File: src/rtl/pcf_pkg.sv
// Shared types for the fetch sequencer.
// Assumes nothing beyond a synthesizable enum encoding.
package pcf_pkg;

    // Next-counter action, chosen once per cycle by the arbiter.
    typedef enum logic [2:0] {
        ACT_STEP,    // sequential advance, next word valid
        ACT_REFILL,  // bubble cycle: advance, next word valid again
        ACT_SKIP,    // satisfied skip: advance, discard prefetched word
        ACT_PAGE,    // low-byte write: in-page jump
        ACT_LOAD,    // absolute jump or call
        ACT_VECTOR   // interrupt vector load
    } pcf_act_e;

endpackage

File: src/rtl/pcf_arbiter.sv
// Picks one action per cycle from the decoder strobes.
// Assumes the strobes come from decoding the executing word. In a bubble
// cycle that word is a dummy, so only the interrupt strobe is honoured.
module pcf_arbiter
    import pcf_pkg::*;
(
    input  logic     exec_valid,
    input  logic     irq_en,
    input  logic     jump_en,
    input  logic     pcl_wr,
    input  logic     skip_req,
    input  logic     skip_cond,
    output pcf_act_e act
);

    // Fixed priority: interrupt, bubble refill, jump, low-byte write, skip.
    always_comb begin
        if (irq_en)
            act = ACT_VECTOR;
        else if (!exec_valid)
            act = ACT_REFILL;
        else if (jump_en)
            act = ACT_LOAD;
        else if (pcl_wr)
            act = ACT_PAGE;
        else if (skip_req && skip_cond)
            act = ACT_SKIP;
        else
            act = ACT_STEP;
    end

endmodule

File: src/rtl/pcf_next_addr.sv
// Computes the next counter value and the next valid flag from the action.
// Assumes PC_W >= 8. The in-page target keeps the counter's own upper bits.
module pcf_next_addr
    import pcf_pkg::*;
#(
    parameter int              PC_W    = 10,
    parameter logic [PC_W-1:0] IRQ_VEC = '0
) (
    input  pcf_act_e        act,
    input  logic [PC_W-1:0] pc,
    input  logic [PC_W-1:0] target,
    input  logic [7:0]      pcl_wdata,
    output logic [PC_W-1:0] pc_next,
    output logic            valid_next
);

    localparam logic [PC_W-1:0] PC_ONE = 1;

    logic [PC_W-1:0] pc_inc;
    logic [PC_W-1:0] page_tgt;

    // Sequential successor, wrapping modulo 2**PC_W.
    assign pc_inc = pc + PC_ONE;

    // In-page target: a wide counter keeps its page bits, an 8-bit one has none.
    generate
        if (PC_W > 8) begin : g_paged
            assign page_tgt = {pc[PC_W-1:8], pcl_wdata};
        end else begin : g_flat
            assign page_tgt = pcl_wdata;
        end
    endgenerate

    // Address and valid-flag selection per action.
    always_comb begin
        pc_next    = pc_inc;
        valid_next = 1'b1;
        unique case (act)
            ACT_STEP:   begin pc_next = pc_inc;   valid_next = 1'b1; end
            ACT_REFILL: begin pc_next = pc_inc;   valid_next = 1'b1; end
            ACT_SKIP:   begin pc_next = pc_inc;   valid_next = 1'b0; end
            ACT_PAGE:   begin pc_next = page_tgt; valid_next = 1'b0; end
            ACT_LOAD:   begin pc_next = target;   valid_next = 1'b0; end
            ACT_VECTOR: begin pc_next = IRQ_VEC;  valid_next = 1'b0; end
            default:    begin pc_next = pc_inc;   valid_next = 1'b1; end
        endcase
    end

endmodule

File: src/rtl/pcf_state.sv
// Holds the counter and the executing-word valid flag.
// Assumes a synchronous active-low reset. Reset forces RESET_ADDR and a bubble.
module pcf_state #(
    parameter int              PC_W       = 10,
    parameter logic [PC_W-1:0] RESET_ADDR = '0
) (
    input  logic            clk,
    input  logic            rst_n,
    input  logic [PC_W-1:0] pc_next,
    input  logic            valid_next,
    output logic [PC_W-1:0] pc,
    output logic            exec_valid
);

    // Counter and valid-flag registers.
    always_ff @(posedge clk) begin
        if (!rst_n) begin
            pc         <= RESET_ADDR;
            exec_valid <= 1'b0;
        end else begin
            pc         <= pc_next;
            exec_valid <= valid_next;
        end
    end

endmodule

File: src/rtl/pc_fetch_seq.sv
// Program counter and fetch sequencer for a two-stage fetch/execute pipeline.
// Assumes the decoder's strobes describe the word that is executing now, and
// that program memory returns the word at fetch_addr for the next cycle.
module pc_fetch_seq
    import pcf_pkg::*;
#(
    parameter int              PC_W    = 10,
    parameter logic [PC_W-1:0] IRQ_VEC = 4
) (
    input  logic            clk,
    input  logic            rst_n,
    input  logic            irq_en,
    input  logic            jump_en,
    input  logic [PC_W-1:0] target,
    input  logic            pcl_wr,
    input  logic [7:0]      pcl_wdata,
    input  logic            skip_req,
    input  logic            skip_cond,
    output logic [PC_W-1:0] fetch_addr,
    output logic            exec_valid,
    output logic [7:0]      pcl_rd
);

    pcf_act_e        act;
    logic [PC_W-1:0] pc_q;
    logic [PC_W-1:0] pc_next;
    logic            valid_q;
    logic            valid_next;

    pcf_arbiter u_arb (
        .exec_valid (valid_q),
        .irq_en     (irq_en),
        .jump_en    (jump_en),
        .pcl_wr     (pcl_wr),
        .skip_req   (skip_req),
        .skip_cond  (skip_cond),
        .act        (act)
    );

    pcf_next_addr #(.PC_W(PC_W), .IRQ_VEC(IRQ_VEC)) u_next (
        .act        (act),
        .pc         (pc_q),
        .target     (target),
        .pcl_wdata  (pcl_wdata),
        .pc_next    (pc_next),
        .valid_next (valid_next)
    );

    pcf_state #(.PC_W(PC_W), .RESET_ADDR('0)) u_state (
        .clk        (clk),
        .rst_n      (rst_n),
        .pc_next    (pc_next),
        .valid_next (valid_next),
        .pc         (pc_q),
        .exec_valid (valid_q)
    );

    // Outputs come straight from the state registers.
    assign fetch_addr = pc_q;
    assign exec_valid = valid_q;
    assign pcl_rd     = pc_q[7:0];

endmodule

File: config.mk
export PLATFORM = sky130hd
export DESIGN_NAME = pc_fetch_seq
export DESIGN_NICKNAME = d
export VERILOG_FILES = /design/src/rtl/pcf_pkg.sv /design/src/rtl/pcf_arbiter.sv /design/src/rtl/pcf_next_addr.sv /design/src/rtl/pcf_state.sv /design/src/rtl/pc_fetch_seq.sv
export SDC_FILE = /design/constraint.sdc
export NUM_CORES = 1
export LEC_CHECK = 0
export ABC_CLOCK_PERIOD_IN_PS = 1900
export CORE_UTILIZATION = 30
export CTS_CLUSTER_SIZE = 28
export DETAILED_ROUTE_END_ITERATION = 12
export HOLD_SLACK_MARGIN = 0.1
export PLACE_DENSITY = 0.76
export SYNTH_ARGS = -nofsm -noshare
export SYNTH_HDL_FRONTEND = slang
export SYNTH_SLANG_ARGS = --single-unit
File: constraint.sdc
create_clock -name clk -period 1.9 [get_ports clk]
set_input_delay 0.285 -clock clk [delete_from_list [all_inputs] [get_ports clk]]
set_output_delay 0.285 -clock clk [all_outputs]
set_load 0.02 [all_outputs]
Word-level counts from Yosys, hierarchy flattened
Index checks and enable logic that the tools add are counted.
{"block": "word_totals", "reg_bits": 11, "latchBits": 0, "ramBits": 0, "mem_bits_ro": 0, "input_bits": 25, "output_inout_bits": 19, "wordCells": 17, "mem_count": 0}
{"block": "op_classes", "addsub": 1, "multipliers": 0, "div": 0, "n_lt_le_gt_ge": 0, "n_eq_ne": 4, "shifts": 0, "muxes": 7, "bitwise": 0, "reduce_logical": 2}
{"operator": "$pmux 10 s3", "n": 1}
{"operator": "$mux 3", "n": 4}
{"operator": "$add 10x1->10 const B", "n": 1}
{"operator": "$eq 3x2->1 const B", "n": 2}
{"operator": "$eq 3x3->1 const B", "n": 2}
{"operator": "$reduce_or 4->1", "n": 1}
{"operator": "$mux 2", "n": 1}
{"operator": "$logic_and 1x1->1", "n": 1}
{"operator": "$mux 1", "n": 1}

Logic depth before layout (Yosys ltp)
{"block": "logic_depth", "ltp_word": 9, "depth_mapped": 5, "depth_no_buf": 5}

By module
Synthesis repeated with hierarchy kept, for this count alone.
{"block": "unflattened", "cells_unflattened": 91, "hier_area_um2": 795.8}
{"module": "pcf_next_addr", "instances": 1, "cells_per_inst": 55, "area_each_um2": 392.9, "seq_area_each_um2": 0.0}
{"module": "pcf_state", "instances": 1, "cells_per_inst": 23, "area_each_um2": 300.3, "seq_area_each_um2": 220.2}
{"module": "pc_fetch_seq", "instances": 1, "cells_per_inst": 8, "area_each_um2": 60.1, "seq_area_each_um2": 0.0}
{"module": "pcf_arbiter", "instances": 1, "cells_per_inst": 5, "area_each_um2": 42.5, "seq_area_each_um2": 0.0}

Worst setup path before layout
Ideal clock, no wire load.
{"block": "synth_path", "kind": "reg2reg", "startpoint": "register u_state.pc[0]", "endpoint": "register u_state.pc[4]", "setup_ps": 125, "arrival_time_ps": 1312, "t_required_ps": 1775, "path_slack_ps": 463, "path_stages_with_launch": 6, "n_path_buf": 0, "path_cell_list": "dfxtp_1 -> ha_1 -> nand3_1 -> xnor2_1 -> a222oi_1 -> nor2b_1"}
{"block": "synth_via", "elab_chain_cells": 2}
{"element": "start, declared", "line": "pcf_state.sv:11", "source": "output logic [PC_W-1:0] pc,"}
{"element": "start signal, assigned", "line": "pcf_state.sv:21", "source": "pc <= pc_next;"}
{"element": "$add 10x1->10", "line": "pcf_next_addr.sv:23", "source": "assign pc_inc = pc + PC_ONE;"}
{"element": "$pmux 10 s3", "line": "pcf_next_addr.sv:38", "source": "unique case (act)"}
No other way between the ends.
A chain may end at the register's enable or synchronous reset.

Worst setup path after layout
{"block": "layout_path", "startpoint": "register u_state.pc[3]", "endpoint": "output port pcl_rd[3]"}
{"element": "end, declared", "line": "pc_fetch_seq.sv:21", "source": "output logic [7:0] pcl_rd"}
No word-level cell between the ends.

==> results.yml <==
status:
  status: "finished clean"
sta:
  slew_headroom_pct: 67.6
  hold_violations: 0
  max_freq_mhz: 600
  tightest_slew_ns: 0.484
  finClkSkew_ns: 0.00474
  whs_ns: 0.514
  min_period_ns: 1.67
  period_share_pct: 87.7
  fin_tns_setup_ns: 0
  setup_ws_ns: 0.233
  setup_viol: 0
  rsz0062_at_grt: "false"
  drv_slew: 0
finish:
  drive_gt1_share_pct: 6.96
  fillers: 228
  seq_area_um2: 220
  num-nets-final: 142
  multi_input_area_um2: 393
  design_area_mm2: 0.00111
  num_antenna_cells: 0
  areaGrowthSynthToFinish_pct: 61.1
critical_path:
  worst-path-max-fanout: 7
  path_delay_family: "buffers and inverters"
  critPathArrivalTime_ns: 1.38
  r2r_slack_ns: 0.51
  crit_buf_inv: 1
  path_class: "register to output port"
  cp_slowest_stage_delay_ns: 0.65
  end_kind: "output port"
  cp.required_ns: 1.62
  worstPathCellList: "clkdlybuf4s50_1"
  crit_slowest_cell: "clkdlybuf4s50_1"
  critPathLaunchType: "register"
route:
  first_pass_iters: 4
  drc: 0
  routedWlPerCell_um: 13.1
  viasPerCell: 5.16
  met2WireLength_um: 874
  routed_wl_mm: 1.88
  top_layer: "met4"
  antenna_left: 0
  drt_iter0_drc: 21
  route.vias.total: 738
  wl_met3_um: 157
  wl_met1_um: 821
power_and_ir_drop:
  ir_drop_v: 0.000199
  total_power_uw: 552
  cellPowerDensity_mw_per_mm2: 496
  leakagePower_nw: 0.408
yosys:
  yosys.area.top_type: "dfxtp_1"
  synth_top_area_share_pct: 31.9
  avgSynthCellArea_um2: 8.85
  syn_area_um2: 691
  ys_ff_latch: 11
  yosys_warnings: 0
  ys_seq_area_share_pct: 31.9
  ys_top_cells_by_area: "dfxtp_1, buf_4, xor2_1"
  synth_cells: 78
  syn-num-nets: 104
  synth_cell_types: 30
floorplanning:
  initial_core_util_pct: 31.5
  die_h_um: 50.0
  fp-row-count: 17
  core-area_mm2: 0.00219
  ios: 44
  die-area_mm2: 0.00250
  die_w_um: 50.0
global_route:
  grt_use_total_pct: 16.2
  grt_max_degree: 16
  grt_pass1_wl_mm: 3.08
  antenna_found_initial: 0
  gr-total-overflow: 0
  grt_pass1_vias: 681
place:
  dp_hpwl_mm: 1.37
  routabilityCongestion: 0.888
  place_area_mm2: 0.00109
  port_buffers: 43
  place_ws_ns: 0.198
flow_run:
  maxCapViolCount: 0
clocking:
  hold_buffers: 0
  post_cts_buffers: 0
  clockBufferDepth: 2
  ctsResizeCount: 0
  cts-buffers-inserted: 3
  root_buffer: "clkbuf_4"
  tritoncts: "yes"
  cts.htree.levels: 1
  clock_sinks: 11
  clock_latency_ns: 0.27
  cts.clk_slew.worst_paths_ns: 0.07
hold_path:
  hp-class: "register to register"
## placed cells by master, fill, tap and decap left out, types with 2 or more instances in the layout
| master | Yosys | routed |
|---|---|---|
| a221oi_1 | 2 | 2 |
| clkdlybuf4s50_1 | 0 | 43 |
| xor2_1 | 6 | 6 |
| nand2_1 | 8 | 8 |
| dfxtp_1 | 11 | 11 |
| clkbuf_4 | 0 | 3 |
| a222oi_1 | 3 | 3 |
| nor2b_1 | 5 | 5 |
| o21ai_1 | 2 | 2 |
| a22o_1 | 4 | 4 |
| nand4_1 | 3 | 3 |
| nand3_1 | 5 | 5 |
## cell families (layout without fill, tap and decap cells)
kind of cell	count (synthesis)	in the layout	share of synthesized area, %
compound gates	18	18	21.4
xor+xnor	7	7	8.88
fa+ha+maj	1	1	1.81
buf+inv	11	48	11.2
flops	11	11	31.9
simple gates	30	30	24.8
## state kept, by name, summed over array words and instances, names as in the netlist
signal	count
u_state.pc	10
u_state.exec_valid	1
## cells in the mapped netlist, drive strengths merged
cell,n
buf,11
dfxtp,11
nand2,8
xor2,6
nand3,5
nor2b,5
a22o,4
o21ai,4
a222oi,3
nand4,3
a221oi,2
and3,2
o211ai,2
a211o,1
a21oi,1
and3b,1
and4,1
ha,1
nand2b,1
nand3b,1
nor2,1
nor3,1
nor4bb,1
o21a,1
xnor2,1
## worst paths after layout
kind                 startpoint            endpoint  cells past startpoint
max               u_state.pc[3]           pcl_rd[3]                      1
max reg2reg       u_state.pc[0]       u_state.pc[4]                      5
min reg2reg  u_state.exec_valid  u_state.exec_valid                      1
min          u_state.exec_valid  u_state.exec_valid                      1
## final cells by class
cell class,count,area share [%]
Clock buffer,4,2.36
Multi-Input combinational cell,56,35.3
Sequential cell,11,19.8
Tap cell,28,3.15
Timing Repair Buffer,44,39.4
## routing by layer
| layer | track usage (%) | up-vias |
|---|---|---|
| met3 | 3.40 | 5 |
| met5 | 0 | - |
| li1 | - | 358 |
| met4 | 5.71 | 0 |
| met2 | 27.1 | 40 |
| met1 | 20.1 | 335 |
## stage by stage
stage / utilization (%) / std cells
6_report: 50.8 / 143
2_1_floorplan: - / 78
5_1_grt: 50.8 / 143
3_3_place_gp: 49.6 / 139
3_5_place_dp: 49.6 / 139
4_1_cts: 50.8 / 143
## where the power goes
| group | leakage [nW] | internal, mW | switching (mW) |
|---|---|---|---|
| combinational | 0.303 | 0.0839 | 0.0549 |
| sequential | 0.0897 | 0.239 | 0.0115 |
| clock | 0.0150 | 0.0814 | 0.0815 |
Note: power is estimated with default switching activity, not from simulation.
